`src/rtl/ldpc_vn_pkg.sv`:
```
package ldpc_vn_pkg;

   // Magnitudes above this value all map to the same transform output.
   localparam int XF_SAT = 15;
   localparam int XF_IN_W = 4;

   // Log-domain transform f(x)=ln((1+e^-x)/(1-e^-x)).
   // Both the input and the output are quantised with a step of one half,
   // and the result is rounded to the nearest step.
   function automatic logic [XF_IN_W-1:0] vn_xform(input logic [XF_IN_W-1:0] m);
      logic [XF_IN_W-1:0] r;
      case (m)
         4'd0:    r = 4'd15;
         4'd1:    r = 4'd3;
         4'd2:    r = 4'd2;
         4'd3:    r = 4'd1;
         4'd4:    r = 4'd1;
         default: r = 4'd0;
      endcase
      return r;
   endfunction

endpackage

```
`src/rtl/ldpc_vn_sm2tc.sv`:
```
module ldpc_vn_sm2tc #(
   parameter int MSG_W = 5,
   parameter int SUM_W = 7
) (
   input  logic [MSG_W-1:0]        sm_in,
   output logic signed [SUM_W-1:0] tc_out
);
   localparam int MAG_W = MSG_W - 1;

   logic [SUM_W-1:0] mag_ext;
   logic             is_neg;

   assign mag_ext = SUM_W'(sm_in[MAG_W-1:0]);
   // Negative zero collapses onto zero.
   assign is_neg  = sm_in[MSG_W-1] && (sm_in[MAG_W-1:0] != '0);
   assign tc_out  = is_neg ? -$signed(mag_ext) : $signed(mag_ext);
endmodule

```
`src/rtl/ldpc_vn_sum_half.sv`:
```
module ldpc_vn_sum_half #(
   parameter int MSG_W = 5,
   parameter int DEG   = 3,
   parameter int SUM_W = 7
) (
   input  logic [MSG_W-1:0]        intr_sm,
   input  logic [DEG*MSG_W-1:0]    edge_sm,
   output logic [DEG*SUM_W-1:0]    edge_tc,
   output logic signed [SUM_W-1:0] post_tc
);
   logic signed [SUM_W-1:0] intr_tc;

   ldpc_vn_sm2tc #(.MSG_W(MSG_W), .SUM_W(SUM_W)) u_cv_intr (
      .sm_in (intr_sm),
      .tc_out(intr_tc)
   );

   for (genvar e = 0; e < DEG; e++) begin : g_edge_cv
      ldpc_vn_sm2tc #(.MSG_W(MSG_W), .SUM_W(SUM_W)) u_cv (
         .sm_in (edge_sm[e*MSG_W +: MSG_W]),
         .tc_out(edge_tc[e*SUM_W +: SUM_W])
      );
   end

   always_comb begin
      logic signed [SUM_W-1:0] acc;
      acc = intr_tc;
      for (int e = 0; e < DEG; e++) begin
         acc = acc + $signed(edge_tc[e*SUM_W +: SUM_W]);
      end
      post_tc = acc;
   end
endmodule

```
`src/rtl/ldpc_vn_xf_half.sv`:
```
module ldpc_vn_xf_half #(
   parameter int MSG_W = 5,
   parameter int DEG   = 3,
   parameter int SUM_W = 7
) (
   input  logic signed [SUM_W-1:0] post_tc,
   input  logic [DEG*SUM_W-1:0]    edge_tc,
   output logic                    hd,
   output logic [DEG*MSG_W-1:0]    msg_sm
);
   import ldpc_vn_pkg::*;

   localparam int MAG_W = MSG_W - 1;

   // Strictly positive posterior gives 0, zero or negative gives 1.
   assign hd = ~((~post_tc[SUM_W-1]) & (|post_tc));

   for (genvar e = 0; e < DEG; e++) begin : g_edge_xf
      logic signed [SUM_W-1:0] excl;
      logic [SUM_W-1:0]        amag;
      logic [XF_IN_W-1:0]      sat;
      logic [XF_IN_W-1:0]      xf;

      assign excl = post_tc - $signed(edge_tc[e*SUM_W +: SUM_W]);
      assign amag = excl[SUM_W-1] ? $unsigned(-excl) : $unsigned(excl);
      assign sat  = (amag > SUM_W'(XF_SAT)) ? XF_IN_W'(XF_SAT) : amag[XF_IN_W-1:0];
      assign xf   = vn_xform(sat);
      assign msg_sm[e*MSG_W +: MSG_W] = {excl[SUM_W-1], MAG_W'(xf)};
   end
endmodule

```
`src/rtl/ldpc_vn_top.sv`:
```
module ldpc_vn_top #(
   parameter int MSG_W = 5,
   parameter int DEG   = 3,
   parameter int SUM_W = 7
) (
   input  logic                       clk,
   input  logic                       rst_n,
   input  logic                       in_valid,
   input  logic [MSG_W-1:0]           intr_msg,
   input  logic [DEG*MSG_W-1:0]       c2v_msg,
   output logic                       out_valid,
   output logic                       hard_dec,
   output logic [DEG*(MSG_W+1)-1:0]   v2c_word
);
   localparam int WORD_W = MSG_W + 1;
   localparam int MIN_SUM_W = MSG_W + $clog2(DEG + 1);

   if (MSG_W < 5) begin : g_bad_msg_w
      $error("ldpc_vn_top: MSG_W must be at least 5");
   end
   if (DEG < 2) begin : g_bad_deg
      $error("ldpc_vn_top: DEG must be at least 2");
   end
   if (SUM_W < MIN_SUM_W) begin : g_bad_sum_w
      $error("ldpc_vn_top: SUM_W too narrow for the posterior sum");
   end

   // First half: format conversion and summation.
   logic [DEG*SUM_W-1:0]    a_edge_tc;
   logic signed [SUM_W-1:0] a_post;

   ldpc_vn_sum_half #(.MSG_W(MSG_W), .DEG(DEG), .SUM_W(SUM_W)) u_sum (
      .intr_sm(intr_msg),
      .edge_sm(c2v_msg),
      .edge_tc(a_edge_tc),
      .post_tc(a_post)
   );

   // Internal pipeline register between the halves.
   logic                    mid_v;
   logic [DEG*SUM_W-1:0]    mid_edge_tc;
   logic signed [SUM_W-1:0] mid_post;

   always_ff @(posedge clk or negedge rst_n) begin
      if (!rst_n) begin
         mid_v       <= 1'b0;
         mid_edge_tc <= '0;
         mid_post    <= '0;
      end else begin
         mid_v <= in_valid;
         if (in_valid) begin
            mid_edge_tc <= a_edge_tc;
            mid_post    <= a_post;
         end
      end
   end

   // Second half: exclusive sums, re-encoding and transform.
   logic                 b_hd;
   logic [DEG*MSG_W-1:0] b_msg;
   logic [DEG*WORD_W-1:0] b_word;

   ldpc_vn_xf_half #(.MSG_W(MSG_W), .DEG(DEG), .SUM_W(SUM_W)) u_xf (
      .post_tc(mid_post),
      .edge_tc(mid_edge_tc),
      .hd     (b_hd),
      .msg_sm (b_msg)
   );

   for (genvar e = 0; e < DEG; e++) begin : g_pack
      assign b_word[e*WORD_W +: WORD_W] = {b_hd, b_msg[e*MSG_W +: MSG_W]};
   end

   always_ff @(posedge clk or negedge rst_n) begin
      if (!rst_n) begin
         out_valid <= 1'b0;
         hard_dec  <= 1'b0;
         v2c_word  <= '0;
      end else begin
         out_valid <= mid_v;
         if (mid_v) begin
            hard_dec <= b_hd;
            v2c_word <= b_word;
         end
      end
   end
endmodule

```
`config.mk`:
```
export PLATFORM = sky130hd
export DESIGN_NAME = ldpc_vn_top
export DESIGN_NICKNAME = d
export VERILOG_FILES = /design/src/rtl/ldpc_vn_pkg.sv /design/src/rtl/ldpc_vn_sm2tc.sv /design/src/rtl/ldpc_vn_sum_half.sv /design/src/rtl/ldpc_vn_xf_half.sv /design/src/rtl/ldpc_vn_top.sv
export SDC_FILE = /design/constraint.sdc
export NUM_CORES = 1
export LEC_CHECK = 0
export BUFFER_PORTS_ARGS = -buffer_cell sky130_fd_sc_hd__clkbuf_2
export CAP_MARGIN = 10
export CORE_UTILIZATION = 50
export CTS_CLUSTER_DIAMETER = 120
export DETAILED_ROUTE_END_ITERATION = 7
export PLACE_DENSITY = 0.67
export SYNTH_ARGS = -nofsm -noshare
export SYNTH_HDL_FRONTEND = slang
export SYNTH_SLANG_ARGS = --single-unit
```
`constraint.sdc`:
```
create_clock -name clk -period 6.6 [get_ports clk]
set_input_delay 0.66 -clock clk [delete_from_list [all_inputs] [get_ports clk]]
set_output_delay 0.66 -clock clk [all_outputs]
set_load 0.01 [all_outputs]
```
# Word-level counts from Yosys, hierarchy flattened

Cells that the tools add are included.

Logic and storage cells: 65
Register bits: 49
Input port bits: 23
Output and inout port bits: 20

Reduce and logical (&&, ||, !) cells: 15
$add $sub $neg: 13
Equal/unequal tests: 12
Bitwise operators: 3
Magnitude comparators: 3
Multiplexer cells: 13

Operators with widths:

| kind                 | count |
|---|---|
| $mux W7              | 7 |
| $pmux W4 S4          | 3 |
| $neg A4 Y7           | 4 |
| $eq A4 B2 Y1 const B | 6 |
| $add A7 B7 Y7        | 3 |
| $gt A7 B4 Y1 const B | 3 |
| $neg A7 Y7           | 3 |
| $sub A7 B7 Y7        | 3 |
| $reduce_bool A4 Y1   | 4 |
| $eq A4 B1 Y1 const B | 3 |
| $eq A4 B3 Y1 const B | 3 |
| $logic_not A4 Y1     | 3 |
| $mux W4              | 3 |
| $reduce_or A7 Y1     | 1 |
| $reduce_or A2 Y1     | 3 |
| $logic_and A1 B1 Y1  | 4 |
| $not A1 Y1           | 2 |
| $and A1 B1 Y1        | 1 |

# Logic depth before layout (Yosys ltp)

Gate-level depths: netlist (run 1).

Depth after elaboration: 8
Gate-level depth with buffers: 17
Gate-level depth less buffers: 17

# Modules after synthesis

A second synthesis (run 1) with hierarchy kept.

Cells, all modules: 442
Area total of the unflattened synthesis: 4409.2 sq um

Modules (own cells, without submodules):

| module           | cells an instance | instances | sequential area each (sq um) | area each (sq um) |
|---|---|---|---|---|
| ldpc_vn_top      | 98                | 1         | 1151.1                       | 1855.5 |
| ldpc_vn_xf_half  | 201               | 1         | 0.0                          | 1413.9 |
| ldpc_vn_sm2tc    | 21                | 4         | 0.0                          | 151.4 |
| ldpc_vn_sum_half | 59                | 1         | 0.0                          | 534.3 |

# Worst setup path after synthesis (run 1)

OpenSTA, ideal clock, no wires.

Path kind: input port to flip-flop
Start point: input c2v_msg[0]
End point: register mid_post[5]
Data required time: 6.475 ns
Library setup time: 0.125 ns
Arrival: 3.642 ns
Stages: 14
Setup slack: 2.833 ns
Path through: inv_1 -> ha_1 -> a21boi_1 -> o21ai_0 -> fa_1 -> fa_1 -> ha_1 -> inv_1 -> fa_1 -> inv_1 -> a21o_1 -> a21oi_1 -> xnor2_1 -> mux2_2

Longest elaborated chain between the ends: 6
Elaborated cells on any way between the ends: 7
Classes of those cells: 4 x add/sub; 1 x mux; 2 x reduce/logical

RTL lines:

| item                                                               | RTL line               | RTL |
|---|---|---|
| start: declaration                                                 | ldpc_vn_top.sv:10      | `input logic [DEG*MSG_W-1:0] c2v_msg,` |
| parallel branches: the longest is 2 deep, another holds $neg A4 Y7 | n/a                    |  |
| $mux W7 *                                                          | ldpc_vn_sm2tc.sv:16    | `assign tc_out = is_neg ? -$signed(mag_ext) : $signed(mag_ext);` |
| via a_edge_tc[4]                                                   | ldpc_vn_top.sv:29      | `logic [DEG*SUM_W-1:0] a_edge_tc;` |
| $add A7 B7 Y7 * (3 in a row)                                       | ldpc_vn_sum_half.sv:29 | `acc = acc + $signed(edge_tc[e*SUM_W +: SUM_W]);` |
| end signal: assignment                                             | ldpc_vn_top.sv:53      | `mid_post <= a_post;` |
| end: declaration                                                   | ldpc_vn_top.sv:42      | `logic signed [SUM_W-1:0] mid_post;` |

Mark *: on every way through the listed nets, which the timed path passes.
A chain may end at the register's enable or synchronous reset.

# Worst setup path after layout (run 1)

Ends and elaborated chain as after synthesis.

==> impl_metrics.py, run 1 <==
metrics = {
    "setup_path": {
        "cp_data_required_time_ps": 6780,
        "arrival_ps": 4120,
        "path_max_fanout": 6,
        "setup.reg_to_reg.worst_slack_ps": 3700,
        "critical_path.startpoint_type": "primary input",
        "worst_setup_path_end_kind": "register",
        "path_class": "primary input to register",
    },
    "timing": {
        "tightestPinTransition_ps": 1000,
        "timing_hold_violations_final": 0,
        "post-route-period-util": 0.598,
        "timing.slew.headroom": 0.333,
        "fmax_ghz": 0.253,
        "rsz_0062_raised_after_global_routing": "false",
        "final_critical_period_ps": 3950,
        "setup_total_negative_slack_ps": 0,
        "timing_max_transition_violations_final": 0,
        "worst_clock_skew_ps": 10.6,
        "finalHoldWorstSlack_ps": 513,
        "number_of_setup_violations_in_the_final_report": 0,
    },
    "synth": {
        "synth-async-reset-ratio": 1.00,
        "synth_compound_area_frac": 0.229,
        "synthAdderAreaFrac": 0.191,
        "synth_top_cell_area_share": 0.278,
        "ys.warnings.count": 0,
        "postSynth.topFlopCell": "dfrtp_1",
        "synth.avg_cell_area_sq_um": 9.28,
        "synth_nets": 457,
        "synth_top_family_by_area": "compound AO/OA/AOI/OAI gates",
        "synth_top_cell_by_area": "dfrtp_1",
        "synth_top_cells_by_area": "dfrtp_1 (28%), ha_1 (11%), fa_1 (8.3%)",
        "simple_gate_fraction_of_synth_area": 0.121,
        "synth-seq-cells": 40,
        "synth.cell_area_sq_um": 3600,
        "synth.lib_cells_used.distinct": 50,
        "netlist_instances": 388,
        "synthMuxAreaShare": 0.0302,
        "seq_area_frac_synth": 0.278,
        "synth-edff-count": 0,
        "xor_and_xnor_fraction_of_the_mapped_netlist_area": 0.0803,
    },
    "die": {
        "floorplan.core_area_sq_um": 6870,
        "ios": 43,
        "die_height_um": 86.9,
        "fp.dieArea_sq_um": 7550,
        "initial_core_util": 0.524,
        "floorplan.rows": 30,
        "die_width_um": 86.9,
    },
    "placement": {
        "portBuffers": 42,
        "placed_area_sq_um": 3850,
        "placed_cells_incl_taps": 512,
        "gp_routability_congestion": 0.831,
        "dp_hpwl_um": 5990,
    },
    "route": {
        "drtAntennaViolNets": 0,
        "remaining_drc_errors": 0,
        "dr.first_iter.drc_count": 109,
        "drt-total-wl_um": 7340,
        "detail_route.vias_per_cell": 5.35,
        "drtPass1Iterations": 4,
        "route.detailed.wl_per_inst_um": 14.1,
        "vias": 2783,
    },
    "clocking": {
        "post-cts-setup-buffers": 0,
        "hold_buffers": 0,
        "cts_tree": "yes",
        "insertion_delay_ps": 290,
        "cts_inserted_buffers": 5,
        "cts-resized-gates": 0,
        "cts_num_sinks": 40,
        "cts.root.buffer_cell": "clkbuf_8",
        "htree_levels": 2,
        "cts.path.max_buffers": 2,
        "clk_pin_slew_ps": 80,
    },
    "global_route": {
        "globalRouteOverflowTotal": 0,
        "grt_first_pass_wirelength_um": 13000,
        "first_global_vias": 2762,
        "grt_start_max_net_pins": 45,
        "grt.total_usage": 0.221,
        "grt_antenna_before_repair": 0,
    },
    "layout": {
        "insertedDiodeCount": 0,
        "fin_area_sq_um": 3960,
        "most_frequent_standard_cell_in_the_layout_excluding_fill_and_tap_cells": "inv_1",
        "area_delta_synth_final_pct": 9.94,
        "commonest_cells_after_routing_fill_and_taps_aside": "inv_1 (46), clkbuf_2 (42), dfrtp_1 (40)",
        "final_net_count": 492,
        "n_fill_cell": 632,
        "final_layout_size_suffix_gt1_frac": 0.189,
        "layout.cells.non_filler": 520,
    },
    "run_status": {
        "result_of_the_run": "finished clean",
    },
    "power_and_ir_drop": {
        "irDropWorstVdd_mv": 0.130,
        "power.static_leakage_uw": 0.00183,
        "power.density_cell_area_nw_per_um2": 464,
    },
    "min_path": {
        "hold_wc_path_type": "register to register",
    },
    "job": {
        "count_of_max_cap_constraint_violations": 0,
    },
}
[worst paths after layout]
check	startpoint	to	cells past startpoint
worst min register to register	v2c_word[16]	v2c_word[16]	1
min in group asynchronous	rst_n	v2c_word[6]	1
max in group asynchronous	rst_n	mid_edge_tc[8]	1
worst min-delay path	v2c_word[16]	v2c_word[16]	1
worst max register to register	mid_post[0]	v2c_word[13]	10
worst max-delay path	c2v_msg[0]	mid_post[5]	15
[cells in the mapped netlist, drive strengths merged, types with 2 or more instances]
| cell type | count |
|---|---|
| a31o | 2 |
| o32ai | 8 |
| nand2b | 11 |
| a2111o | 4 |
| a2111oi | 2 |
| o221a | 4 |
| nor2 | 20 |
| nor4 | 2 |
| o21bai | 4 |
| mux2 | 7 |
| ha | 31 |
| nor3 | 6 |
| a22oi | 3 |
| mux2i | 3 |
| xor2 | 16 |
| o21a | 6 |
| a31oi | 2 |
| a21oi | 14 |
| nor2b | 4 |
| a21o | 3 |
| o21ai | 37 |
| buf | 10 |
| xnor2 | 17 |
| a21boi | 5 |
| dfrtp | 40 |
| o31ai | 3 |
| inv | 46 |
| fa | 15 |
| clkbuf | 4 |
| o41a | 2 |
| nand3 | 3 |
| or3 | 2 |
| and2 | 3 |
| nand2 | 32 |
| o211ai | 3 |
| o22ai | 3 |
| or2 | 7 |
[report_power, final]
part / switching, uW / internal [uW]
clock: 87.0 / 112
sequential: 62.8 / 305
combinational: 715 / 556
total: 865 / 973
[worst max-delay path, stage by stage]
cell	delay [ps]
clkbuf_2	160
inv_1	60
ha_1	200
a21boi_1	470
o21ai_0	260
fa_1	540
fa_1	560
ha_1	170
inv_1	50
fa_1	390
inv_1	70
a21o_1	100
a21oi_1	70
xnor2_1	120
mux2_2	250
[area by class of cell]
class	count	area, sq um	area share
multi-input cells	288	2340	0.592
clock buffers	5	68.8	0.0174
clock inverters	3	42.5	0.0107
flip-flops and latches	40	1000	0.253
inverters	46	173	0.0436
repair buffers	42	210	0.0531
well taps	96	120	0.0303
[cell families after synthesis]
group | count (synthesis)
adder cells (fa/ha/maj) | 46
flip-flops | 40
XOR/XNOR | 33
AND/OR/NAND/NOR | 91
AO/OA/AOI/OAI | 108
multiplexers | 10
buffers and inverters | 60
[layer usage]
metal / global-route usage / routed length [um]
met3: 0.0360 / 205
met4: 0.0424 / 53
met5: 0 / 0
met2: 0.375 / 3530
met1: 0.299 / 3560
[per-stage QoR]
| step | power (uW) | utilization | setup slack [ps] |
|---|---|---|---|
| final | 1840 | 0.576 | 2650 |
| after global routing | 2030 | 0.576 | 2320 |
| after CTS | 1850 | 0.576 | 2600 |
| after detailed placement | 1640 | 0.560 | 2280 |
| after global placement | 1620 | 0.560 | 2410 |
| after floorplan | 1410 | - | 2830 |
[registers in the layout (all words and copies together), names as in the netlist]
register,count
out_valid,1
mid_v,1
mid_post,7
v2c_word,13
mid_edge_tc,18
No activity file was read; power rests on OpenSTA's default activity.
==> inputs of run 2 (changes only) <==
--- a/config.mk
+++ b/config.mk
@@ -5,6 +5,7 @@
 export SDC_FILE = /design/constraint.sdc
 export NUM_CORES = 1
 export LEC_CHECK = 0
+export ABC_AREA = 1
 export BUFFER_PORTS_ARGS = -buffer_cell sky130_fd_sc_hd__clkbuf_2
 export CAP_MARGIN = 10
 export CORE_UTILIZATION = 50
==> constraint.sdc (replaced) <==
create_clock -name clk -period 3.85 [get_ports clk]
set_input_delay 0.385 -clock clk [delete_from_list [all_inputs] [get_ports clk]]
set_output_delay 0.385 -clock clk [all_outputs]
set_load 0.01 [all_outputs]
==> run 2 against run 1 <==
Final area rose by 6.2%. Flip-flop and latch count did not move. Via count rose by 20%. Largest cell class unchanged.
==> impl_metrics.py, run 2 <==
metrics = {
    "run_status": {
        "result_of_the_run": "finished clean",
    },
    "clocking": {
        "post-cts-setup-buffers": 0,
        "cts.path.max_buffers": 2,
        "cts_inserted_buffers": 5,
        "cts.root.buffer_cell": "clkbuf_8",
        "cts_tree": "yes",
        "cts_num_sinks": 40,
        "cts-resized-gates": 0,
        "clk_pin_slew_ps": 80,
        "htree_levels": 2,
        "hold_buffers": 0,
        "insertion_delay_ps": 300,
    },
    "global_route": {
        "grt_first_pass_wirelength_um": 13600,
        "grt.total_usage": 0.222,
        "first_global_vias": 2990,
        "globalRouteOverflowTotal": 0,
        "grt_antenna_before_repair": 0,
        "grt_start_max_net_pins": 41,
    },
    "layout": {
        "final_net_count": 641,
        "ff_latch_area_sq_um": 1000,
        "fin_area_sq_um": 4200,
        "commonest_cells_after_routing_fill_and_taps_aside": "nand2_1 (152), inv_1 (83), clkbuf_2 (42)",
        "largest-register": "mid_edge_tc",
        "n_fill_cell": 743,
        "largest_reg_flops": 18,
        "insertedDiodeCount": 0,
        "multi_input_area_sq_um": 2400,
        "layout_top_registers": "mid_edge_tc: 18 flops, v2c_word: 13 flops, mid_post: 7 flops",
        "most_frequent_standard_cell_in_the_layout_excluding_fill_and_tap_cells": "nand2_1",
        "final_layout_size_suffix_gt1_frac": 0.134,
        "area_delta_synth_final_pct": 10.5,
    },
    "placement": {
        "portBuffers": 42,
        "placed_area_sq_um": 4090,
        "dp_hpwl_um": 6640,
        "gp_routability_congestion": 0.884,
    },
    "setup_path": {
        "worst_setup_path_end_kind": "register",
        "arrival_ps": 3700,
        "cp_data_required_time_ps": 4000,
        "path_max_fanout": 4,
        "path_class": "primary input to register",
        "critical_path.startpoint_type": "primary input",
    },
    "job": {
        "count_of_max_cap_constraint_violations": 0,
    },
    "route": {
        "drtPass1Iterations": 4,
        "detail_route.vias_per_cell": 4.98,
        "vias": 3345,
        "drtAntennaViolNets": 0,
        "dr.first_iter.drc_count": 121,
        "remaining_drc_errors": 0,
        "drt-total-wl_um": 8030,
        "route.detailed.wl_per_inst_um": 12.0,
    },
    "synth": {
        "seq_area_frac_synth": 0.263,
        "synth.avg_cell_area_sq_um": 7.17,
        "synth-async-reset-ratio": 1.00,
        "synth-edff-count": 0,
        "synth_top_cell_area_share": 0.263,
        "post-synth-top-count-cell": "nand2_1",
        "ys.warnings.count": 0,
        "synth_top_cells_by_area": "dfrtp_1 (26%), nand2_1 (15%), ha_1 (10%)",
        "synth.lib_cells_used.distinct": 34,
        "yosys-top-cells-count": "nand2_1 (152), inv_1 (83), dfrtp_1 (40)",
        "synth.cell_area_sq_um": 3810,
        "postSynth.topFlopCell": "dfrtp_1",
        "netlist_instances": 531,
        "synth_top_cell_by_area": "dfrtp_1",
        "synth-seq-cells": 40,
        "synth_nets": 600,
    },
    "power_and_ir_drop": {
        "totalPowerFinal_uw": 3210,
        "clockPowerShare": 0.108,
        "power.static_leakage_uw": 0.00232,
        "power.density_cell_area_nw_per_um2": 764,
        "power_switching_uw": 1660,
        "proportion_of_power_drawn_by_combinational_gates": 0.697,
        "switching_share": 0.516,
        "irDropWorstVdd_mv": 0.208,
        "power_frac_seq": 0.195,
        "internal_portion_of_total_power_uw": 1550,
    },
    "timing": {
        "timing.slew.headroom": 0.330,
        "timing_max_transition_violations_final": 0,
        "finalHoldWorstSlack_ps": 247,
        "number_of_setup_violations_in_the_final_report": 0,
        "tightestPinTransition_ps": 1010,
        "rsz_0062_raised_after_global_routing": "false",
        "post-route-period-util": 0.920,
        "final_critical_period_ps": 3540,
        "worst_clock_skew_ps": 12.5,
        "timing_hold_violations_final": 0,
        "fmax_ghz": 0.282,
    },
    "die": {
        "ios": 43,
        "floorplan.core_area_sq_um": 7290,
        "die_height_um": 89.3,
        "floorplan.rows": 31,
        "initial_core_util": 0.522,
        "die_width_um": 89.3,
        "fp.dieArea_sq_um": 7970,
    },
    "min_path": {
        "hold_wc_path_type": "primary input to asynchronous set/reset pin",
    },
}
## run 2: routing by layer
metal  global-route usage  vias up  wire length (um)
met5                    0        -                 0
met4               0.0476        0                63
met3               0.0314        7               252
met2                0.382       68              3710
met1                0.298     1481              4010
li1                     -     1789                 -
## run 2: worst paths after layout
kind / start / endpoint / slack, ps / depth (start not counted)
worst max-delay path: c2v_msg[5] / mid_post[5] / 310 / 17
worst min-delay path: rst_n / v2c_word[12] / 250 / 1
worst max register to register: mid_post[1] / v2c_word[15] / 1470 / 12
worst min register to register: v2c_word[13] / v2c_word[13] / 480 / 2
max in group asynchronous: rst_n / v2c_word[7] / 2990 / 1
min in group clk: c2v_msg[10] / mid_edge_tc[14] / 400 / 3
## run 2: layout make-up
type / count / share of cell area
multi-input cells: 393 / 0.572
flip-flops and latches: 40 / 0.238
inverters: 86 / 0.0768
repair buffers: 46 / 0.0571
well taps: 99 / 0.0295
clock buffers: 5 / 0.0164
clock inverters: 3 / 0.0101
## run 2: power by group through the flow
| stage | sequential [uW] | combinational (uW) | clock (uW) |
|---|---|---|---|
| floorplan | 624 | 1800 | 0 |
| global placement | 632 | 2180 | 0 |
| detailed placement | 636 | 2240 | 0 |
| CTS | 627 | 2250 | 355 |
| global route | 644 | 2590 | 373 |
| finish | 626 | 2240 | 347 |
## run 2: stage by stage
step	TNS [ps]	setup slack, ps	instances	utilization
6_report	0	307	672	0.577
3_3_place_gp	0	42.6	664	0.561
3_5_place_dp	-11.9	-11.9	664	0.561
4_1_cts	0	281	672	0.577
5_1_grt	0	81.4	672	0.577
2_1_floorplan	0	364	531	-
## run 2: kinds of logic (layout without fill, tap and decap cells)
kind of cell | Yosys count | after routing | synth area share
adders and majority gates | 46 | 46 | 0.181
buffers and inverters | 98 | 140 | 0.105
DFF | 40 | 40 | 0.263
AOI/OAI and AO/OA | 62 | 62 | 0.0881
and+or+nand+nor | 268 | 268 | 0.324
xor gates and xnor gates | 17 | 17 | 0.0391
## run 2: worst max-delay path, cell delays in order
cell	delay, ps
clkbuf_2	110
inv_1	110
ha_1	160
inv_1	50
o31ai_1	240
inv_1	150
o21ai_0	410
fa_1	520
fa_1	550
ha_1	160
inv_1	50
fa_1	360
inv_1	90
nand3_1	70
nand2_1	80
xnor2_1	110
o21ai_0	90
